`config.mk`:
```
export PLATFORM = sky130hd
export DESIGN_NAME = sdram_cmd_seq
export DESIGN_NICKNAME = d
export VERILOG_FILES = /design/src/rtl/sdram_seq_pkg.sv /design/src/rtl/sdram_seq_cfg.sv /design/src/rtl/sdram_seq_since.sv /design/src/rtl/sdram_seq_rdpipe.sv /design/src/rtl/sdram_cmd_seq.sv
export SDC_FILE = /design/constraint.sdc
export NUM_CORES = 1
export LEC_CHECK = 0
export BUFFER_PORTS_ARGS = -buffer_cell sky130_fd_sc_hd__clkbuf_2
export CAP_MARGIN = 20
export CORE_ASPECT_RATIO = 1.1
export CORE_UTILIZATION = 55
export CTS_CLUSTER_DIAMETER = 200
export DETAILED_ROUTE_END_ITERATION = 6
export GPL_TIMING_DRIVEN = 0
export PLACE_DENSITY_LB_ADDON = 0.2
export SYNTH_ARGS = -nofsm -noshare
export SYNTH_HDL_FRONTEND = slang
export SYNTH_HIERARCHICAL = 1
export SYNTH_SLANG_ARGS = --single-unit
```
`constraint.sdc`:
```
create_clock -name clk -period 4.1 [get_ports clk]
set_input_delay 0.82 -clock clk [delete_from_list [all_inputs] [get_ports clk]]
set_output_delay 0.82 -clock clk [all_outputs]
set_load 0.01 [all_outputs]
```
`src/rtl/sdram_seq_pkg.sv`:
```
`timescale 1ns/1ps
package sdram_seq_pkg;

  localparam int T_W       = 4;   // width of every timing input
  localparam int MAX_BURST = 8;   // longest burst in words

  // command as {ras_n, cas_n, we_n}
  typedef enum logic [2:0] {
    CMD_ACT = 3'b011,
    CMD_RD  = 3'b101,
    CMD_PRE = 3'b010,
    CMD_NOP = 3'b111
  } sdram_cmd_e;

  typedef enum logic [1:0] {
    ST_IDLE,
    ST_PRE,
    ST_ACT,
    ST_RD
  } seq_state_e;

  typedef struct packed {
    logic [T_W-1:0] cl;
    logic [T_W-1:0] trcd;
    logic [T_W-1:0] trp;
    logic [T_W-1:0] tras;
    logic [T_W-1:0] rate;
  } seq_timing_t;

  // burst size code to word count
  function automatic logic [T_W-1:0] burst_words(input logic [1:0] code);
    case (code)
      2'd0:    return T_W'(2);
      2'd1:    return T_W'(4);
      default: return T_W'(MAX_BURST);
    endcase
  endfunction

  // a timing value of zero is read as one
  function automatic logic [T_W-1:0] at_least_one(input logic [T_W-1:0] v);
    return (v == '0) ? T_W'(1) : v;
  endfunction

endpackage

```
`src/rtl/sdram_seq_cfg.sv`:
```
`timescale 1ns/1ps
module sdram_seq_cfg
  import sdram_seq_pkg::*;
(
  input  logic        clk,
  input  logic        rst_n,
  input  logic        load,
  input  seq_timing_t cfg_in,
  output seq_timing_t cfg_q
);

  seq_timing_t clamped;

  always_comb begin
    clamped.cl   = at_least_one(cfg_in.cl);
    clamped.trcd = at_least_one(cfg_in.trcd);
    clamped.trp  = at_least_one(cfg_in.trp);
    clamped.tras = at_least_one(cfg_in.tras);
    clamped.rate = at_least_one(cfg_in.rate);
  end

  always_ff @(posedge clk) begin
    if (!rst_n) begin
      cfg_q <= '{cl: T_W'(1), trcd: T_W'(1), trp: T_W'(1), tras: T_W'(1), rate: T_W'(1)};
    end else if (load) begin
      cfg_q <= clamped;
    end
  end

endmodule

```
`src/rtl/sdram_seq_since.sv`:
```
`timescale 1ns/1ps
module sdram_seq_since #(
  parameter int CNT_W = 6
) (
  input  logic             clk,
  input  logic             rst_n,
  input  logic             hit,
  output logic [CNT_W-1:0] count
);

  localparam logic [CNT_W-1:0] SAT = '1;

  // count = edges elapsed since the edge that issued the event
  always_ff @(posedge clk) begin
    if (!rst_n) begin
      count <= SAT;
    end else if (hit) begin
      count <= CNT_W'(1);
    end else if (count != SAT) begin
      count <= count + CNT_W'(1);
    end
  end

endmodule

```
`src/rtl/sdram_seq_rdpipe.sv`:
```
`timescale 1ns/1ps
module sdram_seq_rdpipe
  import sdram_seq_pkg::*;
#(
  parameter int DATA_W  = 16,
  parameter int SCHED_W = 26
) (
  input  logic              clk,
  input  logic              rst_n,
  input  logic              launch,
  input  logic [T_W-1:0]    cas_lat,
  input  logic [T_W-1:0]    words,
  input  logic [DATA_W-1:0] mem_dq,
  output logic [DATA_W-1:0] rd_data,
  output logic              rd_valid
);

  logic [SCHED_W-1:0] sched;

  // bit k of the schedule is consumed k+1 edges after the launch edge;
  // the memory samples the read one edge later and drives word i CL+i edges
  // after that, so capture happens for k in [CL+1, CL+words]
  function automatic logic [SCHED_W-1:0] window(input logic [T_W-1:0] lat,
                                                input logic [T_W-1:0] n);
    logic [SCHED_W-1:0] m;
    m = '0;
    for (int k = 0; k < SCHED_W; k++) begin
      if ((k >= int'(lat) + 1) && (k < int'(lat) + 1 + int'(n))) m[k] = 1'b1;
    end
    return m;
  endfunction

  always_ff @(posedge clk) begin
    if (!rst_n) begin
      sched    <= '0;
      rd_valid <= 1'b0;
      rd_data  <= '0;
    end else begin
      sched    <= (sched >> 1) | (launch ? window(cas_lat, words) : '0);
      rd_valid <= sched[0];
      if (sched[0]) rd_data <= mem_dq;
    end
  end

endmodule

```
`src/rtl/sdram_cmd_seq.sv`:
```
`timescale 1ns/1ps
module sdram_cmd_seq
  import sdram_seq_pkg::*;
#(
  parameter int ROW_W  = 12,
  parameter int COL_W  = 10,
  parameter int DATA_W = 16,
  parameter int ADDR_W = (ROW_W > COL_W) ? ROW_W : COL_W
) (
  input  logic              clk,
  input  logic              rst_n,
  input  logic              req_valid,
  output logic              req_ready,
  input  logic [ROW_W-1:0]  req_row,
  input  logic [COL_W-1:0]  req_col,
  input  logic [1:0]        req_burst,
  input  logic [T_W-1:0]    cfg_cas_lat,
  input  logic [T_W-1:0]    cfg_act_to_rd,
  input  logic [T_W-1:0]    cfg_pre_to_act,
  input  logic [T_W-1:0]    cfg_act_to_pre,
  input  logic [T_W-1:0]    cfg_cmd_gap,
  output logic [ADDR_W-1:0] mem_addr,
  output logic              mem_ras_n,
  output logic              mem_cas_n,
  output logic              mem_we_n,
  input  logic [DATA_W-1:0] mem_dq,
  output logic [DATA_W-1:0] rd_data,
  output logic              rd_valid
);

  localparam int CNT_W   = T_W + 2;
  localparam int SCHED_W = (1 << T_W) + MAX_BURST + 2;
  localparam int N_EVT   = 3;
  localparam int EV_ACT  = 0;
  localparam int EV_RD   = 1;
  localparam int EV_PRE  = 2;

  function automatic logic [CNT_W-1:0] larger(input logic [CNT_W-1:0] a,
                                              input logic [CNT_W-1:0] b);
    return (a > b) ? a : b;
  endfunction

  seq_state_e        state;
  logic              row_open;
  logic [ROW_W-1:0]  open_row;
  logic [ROW_W-1:0]  pend_row;
  logic [COL_W-1:0]  pend_col;
  logic [1:0]        pend_burst;
  logic [T_W-1:0]    last_bl;
  sdram_cmd_e        cmd_q;

  // named internal events, used by the bound checker
  seq_timing_t       cfg_raw;
  seq_timing_t       tcfg;
  logic              cfg_load;
  logic              accept;
  logic              row_hit;
  logic              issue_act;
  logic              issue_rd;
  logic              issue_pre;
  logic [N_EVT-1:0]  evt;
  logic [CNT_W-1:0]  since [N_EVT];
  logic [CNT_W-1:0]  need_rcd, need_rr, need_ras, need_drain, need_rp;
  logic              rd_ok, pre_ok, act_ok;

  assign cfg_raw = '{cl: cfg_cas_lat, trcd: cfg_act_to_rd, trp: cfg_pre_to_act,
                     tras: cfg_act_to_pre, rate: cfg_cmd_gap};
  assign cfg_load = (state == ST_IDLE) && !row_open;

  sdram_seq_cfg u_cfg (
    .clk    (clk),
    .rst_n  (rst_n),
    .load   (cfg_load),
    .cfg_in (cfg_raw),
    .cfg_q  (tcfg)
  );

  assign evt[EV_ACT] = issue_act;
  assign evt[EV_RD]  = issue_rd;
  assign evt[EV_PRE] = issue_pre;

  for (genvar g = 0; g < N_EVT; g++) begin : g_since
    sdram_seq_since #(.CNT_W(CNT_W)) u_since (
      .clk   (clk),
      .rst_n (rst_n),
      .hit   (evt[g]),
      .count (since[g])
    );
  end

  always_comb begin
    need_rcd   = larger(CNT_W'(tcfg.trcd), CNT_W'(tcfg.rate));
    need_rr    = larger(CNT_W'(last_bl),   CNT_W'(tcfg.rate));
    need_ras   = larger(CNT_W'(tcfg.tras), CNT_W'(tcfg.rate));
    need_drain = larger(CNT_W'(tcfg.cl) + CNT_W'(last_bl), CNT_W'(tcfg.rate));
    need_rp    = larger(CNT_W'(tcfg.trp),  CNT_W'(tcfg.rate));
  end

  assign rd_ok  = (since[EV_ACT] >= need_rcd) && (since[EV_RD] >= need_rr);
  assign pre_ok = (since[EV_ACT] >= need_ras) && (since[EV_RD] >= need_drain);
  assign act_ok = (since[EV_PRE] >= need_rp);

  assign issue_rd  = (state == ST_RD)  && rd_ok;
  assign issue_pre = (state == ST_PRE) && pre_ok;
  assign issue_act = (state == ST_ACT) && act_ok;

  assign req_ready = (state == ST_IDLE);
  assign accept    = req_valid && req_ready;
  assign row_hit   = row_open && (req_row == open_row);

  always_ff @(posedge clk) begin
    if (!rst_n) begin
      state      <= ST_IDLE;
      row_open   <= 1'b0;
      open_row   <= '0;
      pend_row   <= '0;
      pend_col   <= '0;
      pend_burst <= 2'd0;
      last_bl    <= T_W'(2);
    end else begin
      case (state)
        ST_IDLE: if (accept) begin
          pend_row   <= req_row;
          pend_col   <= req_col;
          pend_burst <= req_burst;
          if (row_hit)       state <= ST_RD;
          else if (row_open) state <= ST_PRE;
          else               state <= ST_ACT;
        end
        ST_PRE: if (issue_pre) begin
          row_open <= 1'b0;
          state    <= ST_ACT;
        end
        ST_ACT: if (issue_act) begin
          row_open <= 1'b1;
          open_row <= pend_row;
          state    <= ST_RD;
        end
        ST_RD: if (issue_rd) begin
          last_bl <= burst_words(pend_burst);
          state   <= ST_IDLE;
        end
        default: state <= ST_IDLE;
      endcase
    end
  end

  // command and address pins are registered
  always_ff @(posedge clk) begin
    if (!rst_n) begin
      cmd_q    <= CMD_NOP;
      mem_addr <= '0;
    end else if (issue_act) begin
      cmd_q    <= CMD_ACT;
      mem_addr <= ADDR_W'(pend_row);
    end else if (issue_rd) begin
      cmd_q    <= CMD_RD;
      mem_addr <= ADDR_W'(pend_col);
    end else if (issue_pre) begin
      cmd_q    <= CMD_PRE;
      mem_addr <= '0;
    end else begin
      cmd_q    <= CMD_NOP;
      mem_addr <= '0;
    end
  end

  assign {mem_ras_n, mem_cas_n, mem_we_n} = cmd_q;

  sdram_seq_rdpipe #(.DATA_W(DATA_W), .SCHED_W(SCHED_W)) u_rdpipe (
    .clk      (clk),
    .rst_n    (rst_n),
    .launch   (issue_rd),
    .cas_lat  (tcfg.cl),
    .words    (burst_words(pend_burst)),
    .mem_dq   (mem_dq),
    .rd_data  (rd_data),
    .rd_valid (rd_valid)
  );

endmodule

```
==> results of run 1 <==
## flip-flops by register name (all words and copies together), names as in the netlist
register	count
pend_burst	2
last_bl	3
pend_row	12
u_rdpipe/rd_data	16
open_row	12
u_rdpipe/sched	26
u_cfg/cfg_q	20
cmd_q	3
g_since.u_since/count	18
state	2
u_rdpipe/rd_valid	1
pend_col	10
row_open	1
mem_addr	12
## tightest hold or removal path, stage by stage, from the launching register on
cell and delay (ps):
dfxtp_1 310, nand2_1 40, o21ai_1 50
## kinds of logic after synthesis
group | count (synthesis) | share of synthesized area (%)
AO/OA/AOI/OAI | 195 | 18.3
XOR/XNOR | 17 | 2.19
other | 1 | 0.0500
multiplexers | 63 | 8.41
buffers and inverters | 67 | 4.00
adder cells (fa/ha/maj) | 61 | 10.4
AND/OR/NAND/NOR | 281 | 19.9
flip-flops | 138 | 36.8
## layer usage
metal | up-vias | global-route usage, % | share of wire, %
li1 | 3197 | - | -
met1 | 3011 | 33.9 | 45
met2 | 204 | 42.9 | 48
met3 | 29 | 5.45 | 5.2
met4 | 0 | 9.37 | 1.9
met5 | - | 0 | 0
## final cells by class
type	instances	area, um2	share of cell area, %
Multi-Input combinational cell	618	4470	50.4
Sequential cell	138	2770	31.2
Timing Repair Buffer	100	513	5.78
Clock buffer	18	429	4.84
Tap cell	184	230	2.60
Buffer	38	189	2.13
Clock inverter	14	151	1.71
Inverter	29	115	1.30
Timing Repair inverter	1	7.51	0.0846
## repair_timing
action,in CTS,in global routing
setup endpoints to repair,5,41
buffers inserted,4,1
cloned,0,1
endpoints found under the hold margin,0,0
pin swaps,0,1
gates resized for setup,3,9
## placed cells by master (no fill, tap or decap), drive strengths merged, types with 5 or more instances in the layout
cell type	synthesis	final
nand2b	16	16
o221a	6	6
nand3	22	22
nor2b	46	46
a31oi	9	9
dfxtp	138	138
a211oi	9	9
and3	10	10
a21oi	74	74
nor3	6	6
clkbuf	18	131
buf	20	25
mux2i	63	63
inv	29	38
and4	6	6
o31ai	17	17
a22o	10	10
o21ai	27	27
or4b	5	5
a21o	6	6
nor2	29	29
a2111oi	7	7
ha	59	59
nand2	110	110
nand4	7	7
xnor2	15	15
o21a	7	7
and2	10	10
## power by group
group          leakage [nW]  total (mW)  internal [mW]  switching (mW)
combinational          2.41        3.02           1.29            1.72
sequential             1.13        1.84           1.56           0.273
clock                 0.284        1.51          0.861           0.648
total                  3.82        6.36           3.72            2.65
## final timing paths
path / start / to / slack [ps] / cells after the start
worst max register to register: u_cfg/cfg_q[17] / g_since[2].u_since/count[1] / 270 / 16
worst min register to register: u_rdpipe/sched[11] / u_rdpipe/sched[10] / 440 / 2
worst max-delay path: u_cfg/cfg_q[17] / g_since[2].u_since/count[1] / 270 / 16
worst min-delay path: u_rdpipe/sched[11] / u_rdpipe/sched[10] / 440 / 2
==> flow_summary.ini, run 1 <==
[placed_design]
gp_congestion = 0.879
dp_slack_ps = -157
io_buffers = 95
place_inst = 1102
placed_area_um2 = 8210
dp_hpwl_um = 12500

[routing]
drc = 0
first_pass_iters = 6
initialDrtViolationCount = 407
vias_per_cell = 5.65
wl_per_cell_um = 15.5
antenna_left = 0
via_count = 6441
routed_wl_um = 17700

[global_route]
grt_pass1_vias = 6045
grt-ovfl-total = 0
track_usage_pct = 26.2
antenna_found_initial = 0
grt_pass1_wl_um = 29500
grt_max_degree = 23

[power_and_ir_drop]
power.leakage_nw = 3.82
p_total_mw = 6.36
power.density_nw_per_um2 = 717
vdd_drop_max_mv = 0.354

[job]
maxCapViolCount = 0

[synthesis]
yosys_warnings = 6
syn_area_um2 = 7500
syn_nets = 947
synthTopCellsByCount = 138 x dfxtp_1, 106 x nand2_1, 72 x a21oi_1, 63 x mux2i_1, 59 x ha_1
synth_top_area_share_pct = 36.8
ys_seq_area_share_pct = 36.8
synth_most_common_cell = dfxtp_1
ys.flop_type = dfxtp_1
synth.largest_area_cell = dfxtp_1
ys_types = 71
synth_area_leaders = dfxtp_1 37%, ha_1 9.8%, mux2i_1 8.4%
synthCells = 823
synthArstFlopShare_pct = 0
ys_ff_latch = 138
synth_area_per_cell_um2 = 9.11
synth_edf_count = 0

[setup_path]
crit_slowest_cell = dfxtp_2
cp_common_cell = ha_1
critical_path.top_delay_family = adder cells
required_ps = 4460
path_cells = ha_1, fa_1, xor2_1, ha_1, and4_1, o21ai_4, mux2i_1, ha_1, a21o_1, a211oi_1, o21ai_0, nand3_1, inv_2, and4b_1, mux2i_1, nand3_1
critPathBufInv = 1
worst-path-max-fanout = 11
start_kind = flip-flop
crit_path_max_incr_delay_ps = 380
cp_data_arrival_time_ps = 4180
worst_setup_path_end_kind = flip-flop
path_class = reg -> reg

[die]
core_um2 = 13300
fp-row-count = 44
dieWidth_um = 113
start_util_pct = 56.5
die_height_um = 124
io_pins = 96
dieArea_um2 = 14100

[final_layout]
drive_above_1_share_pct = 20.3
antenna_cells = 0
fin_nets = 1067
final_core_util_pct = 66.9
area_growth_pct = 18.3
final_cells = 1140
fin_area_um2 = 8870
fill_cells = 1106

[sta]
layout_setup_ws_ps = 274
final.setup_skew_ps = 8.90
worst_slew_pin_slew_ps = 561
clock.fmax_mhz = 261
setup_viol = 0
whs_ps = 437
finalCritPeriodShare_pct = 93.3
rsz0062_at_grt = false
tns_ps = 0
period_needed_ps = 3830
slew_viol_final = 0
relSlewSlack_pct = 62.6
hold_viol_final = 0

[clocking]
cts_root_buf = clkbuf_16
cts_max_level = 4
cts_made_buffers = 17
cts_num_sinks = 138
path_clk_slew_ps = 60
ctsLongestPathBuffers = 2
clock_latency_ps = 430
cts_tree = built
cts_hold_buf = 0

[status]
status = completed

[hold_path]
hold_class = reg -> reg
Note: power is estimated with default switching activity, not from simulation.
==> run 2, diff against run 1 <==
--- a/config.mk
+++ b/config.mk
@@ -5,6 +5,7 @@
 export SDC_FILE = /design/constraint.sdc
 export NUM_CORES = 1
 export LEC_CHECK = 0
+export ABC_AREA = 1
 export BUFFER_PORTS_ARGS = -buffer_cell sky130_fd_sc_hd__clkbuf_2
 export CAP_MARGIN = 20
 export CORE_ASPECT_RATIO = 1.1
==> flow_summary.ini, run 2 <==
[placed_design]
gp_congestion = 0.893
place_inst = 1298
io_buffers = 95
dp_hpwl_um = 12700

[synthesis]
synth_area_per_cell_um2 = 7.49
ys_types = 47
synth_area_leaders = dfxtp_1 36%, ha_1 9.7%, nand2_1 9.1%
synth_edf_count = 0
synthTopCellsByCount = 184 x nand2_1, 138 x dfxtp_1, 124 x inv_1, 124 x nor2_1, 73 x a21oi_1
synth_top_area_share_pct = 36.2
yosys_warnings = 6
synth.largest_area_cell = dfxtp_1
syn_nets = 1143
syn_area_um2 = 7630
ys.flop_type = dfxtp_1
ys_seq_area_share_pct = 36.2
synthCells = 1019
synth_most_common_cell = nand2_1
synthArstFlopShare_pct = 0
ys_ff_latch = 138

[routing]
initialDrtViolationCount = 287
routed_wl_um = 17300
vias_per_cell = 5.13
drc = 0
antenna_left = 0
via_count = 6808
first_pass_iters = 7
wl_per_cell_um = 13.0

[sta]
tns_ps = 0
slew_viol_final = 0
final.setup_skew_ps = 6.30
worst_slew_pin_slew_ps = 795
rsz0062_at_grt = false
relSlewSlack_pct = 47.0
hold_viol_final = 0
setup_viol = 0
clock.fmax_mhz = 267
period_needed_ps = 3740
whs_ps = 435
finalCritPeriodShare_pct = 91.2

[final_layout]
final_common_cell = nand2_1
area_growth_pct = 17.4
largest_reg_flops = 26
fill_cells = 1184
seqCellArea_um2 = 2760
top_register = u_rdpipe/sched
multi_input_area_um2 = 4150
final_cells = 1328
antenna_cells = 0
drive_above_1_share_pct = 20.2
reg_top3 = u_rdpipe/sched: 26 flops, u_cfg/cfg_q: 20 flops, g_since.u_since/count: 18 flops
final_cell_mix = 183 x nand2_1, 138 x dfxtp_1, 124 x nor2_1, 123 x inv_1, 95 x clkbuf_2
fin_nets = 1256

[setup_path]
required_ps = 4390
r2r_cells = 23
regToRegSetupSlack_ps = 360
r2r-end = g_since[2].u_since/count[3]
worst-path-max-fanout = 8
start_kind = flip-flop
startpoint = u_cfg/cfg_q[17]
worst_setup_path_end_kind = flip-flop
path_cells = ha_1, fa_1, xnor2_1, inv_1, ha_1, a21oi_1, o21ai_1, o21ai_0, nand2_2, nand2_1, o21ai_1, ha_1, nand2_1, nor3_1, nand2_1, nand2_1, nand2_1, nor2_1, inv_2, nand2_1, a21oi_1, nand2_1, nand2_1
crit_slowest_cell = dfxtp_1
cp_data_arrival_time_ps = 4030
crit_path_max_incr_delay_ps = 410
rr_startpoint = u_cfg/cfg_q[17]
cp_common_cell = nand2_1
path_class = reg -> reg

[power_and_ir_drop]
vdd_drop_max_mv = 0.413
p_total_mw = 7.56
power.leakage_nw = 4.33
power.density_nw_per_um2 = 843

[die]
io_pins = 96
dieWidth_um = 114
die_height_um = 126
start_util_pct = 57.0
fp-row-count = 44
dieArea_um2 = 14300
core_um2 = 13400

[clocking]
cts_setup_buffers = 0
path_clk_slew_ps = 60
cts_root_buf = clkbuf_16
ctsLongestPathBuffers = 2
cts_num_sinks = 138
cts_tree = built
cts_made_buffers = 17
clock_latency_ps = 420
cts_max_level = 4

[global_route]
grt-ovfl-total = 0
grt_pass1_wl_um = 29600
grt_max_degree = 35
antenna_found_initial = 0
track_usage_pct = 25.7
grt_pass1_vias = 6667

[hold_path]
hold_end = u_rdpipe/sched[5]
hold_path_depth = 2
hold_class = reg -> reg
min-delay-start = u_rdpipe/sched[6]

[status]
status = completed

[job]
maxCapViolCount = 0
[run 2: changes by cell type after synthesis, sizes merged, moves of 18 or more]
cell   delta
o22ai    +18
nand3    +46
inv     +111
nor2b    -46
mux2i    -63
nor2    +107
nand2    +90
o21ai    +81
[run 2: stage by stage]
stage	setup WS, ps	instance area, um2	utilization, %
detailed placement	289	8340	62.3
global route	25.4	8960	67.0
finish	360	8960	67.0
global placement	287	8340	62.3
CTS	244	8960	67.0
floorplan	919	7630	-
[run 2: worst max path at each step]
stage	depth (start not counted)	slack, ps	endpoint
after floorplan	23	920	g_since[2].u_since/count[3]
after global placement	23	290	u_rdpipe/sched[0]
after detailed placement	22	290	u_rdpipe/sched[0]
after CTS	23	240	u_rdpipe/sched[0]
after global routing	23	30	g_since[2].u_since/count[3]
final	23	360	g_since[2].u_since/count[3]
[run 2: final cells by class]
type,count,area share (%)
multi-input cells,710,46.3
clock inverters,13,2.16
inverters,144,6.06
well taps,184,2.57
flip-flops and latches,138,30.8
clock buffers,18,4.79
repair buffers,95,5.31
plain buffers,26,1.97
[run 2: logic make-up after synthesis]
group | after synthesis | share of synthesized area [%]
and+or+nand+nor | 424 | 26.1
xor gates and xnor gates | 5 | 0.574
adders and majority gates | 61 | 10.2
DFF | 138 | 36.2
buffers and inverters | 171 | 9.48
AOI/OAI and AO/OA | 219 | 17.4
other | 1 | 0.0491
[run 2: where the power goes]
| group | leakage, nW | internal (mW) | switching [mW] | total, mW |
|---|---|---|---|---|
| clock | 0.290 | 1.02 | 0.597 | 1.62 |
| combinational | 2.91 | 1.50 | 2.53 | 4.03 |
| sequential | 1.13 | 1.65 | 0.258 | 1.91 |
[run 2: routing by layer]
metal | vias to the layer above | GRT usage [%] | wire length [um]
met5 | - | 0 | 0
met4 | 0 | 8.79 | 334
met3 | 30 | 6.30 | 865
met2 | 168 | 43.9 | 8330
met1 | 3073 | 31.4 | 7780
li1 | 3537 | - | -
[run 2: worst max-delay path, delay by kind of cell, from the launching register on]
kind | cells | cell delay (ps)
flip-flops | 1 | 410
adder cells (fa/ha/maj) | 4 | 1220
XOR/XNOR | 1 | 250
AO/OA/AOI/OAI | 5 | 430
buffers and inverters | 2 | 200
AND/OR/NAND/NOR | 11 | 1090
[run 2: timing repair]
item | CTS | global route
resized for setup | 0 | 4
setup endpoints to repair | 0 | 14
hold buffers | 0 | 0
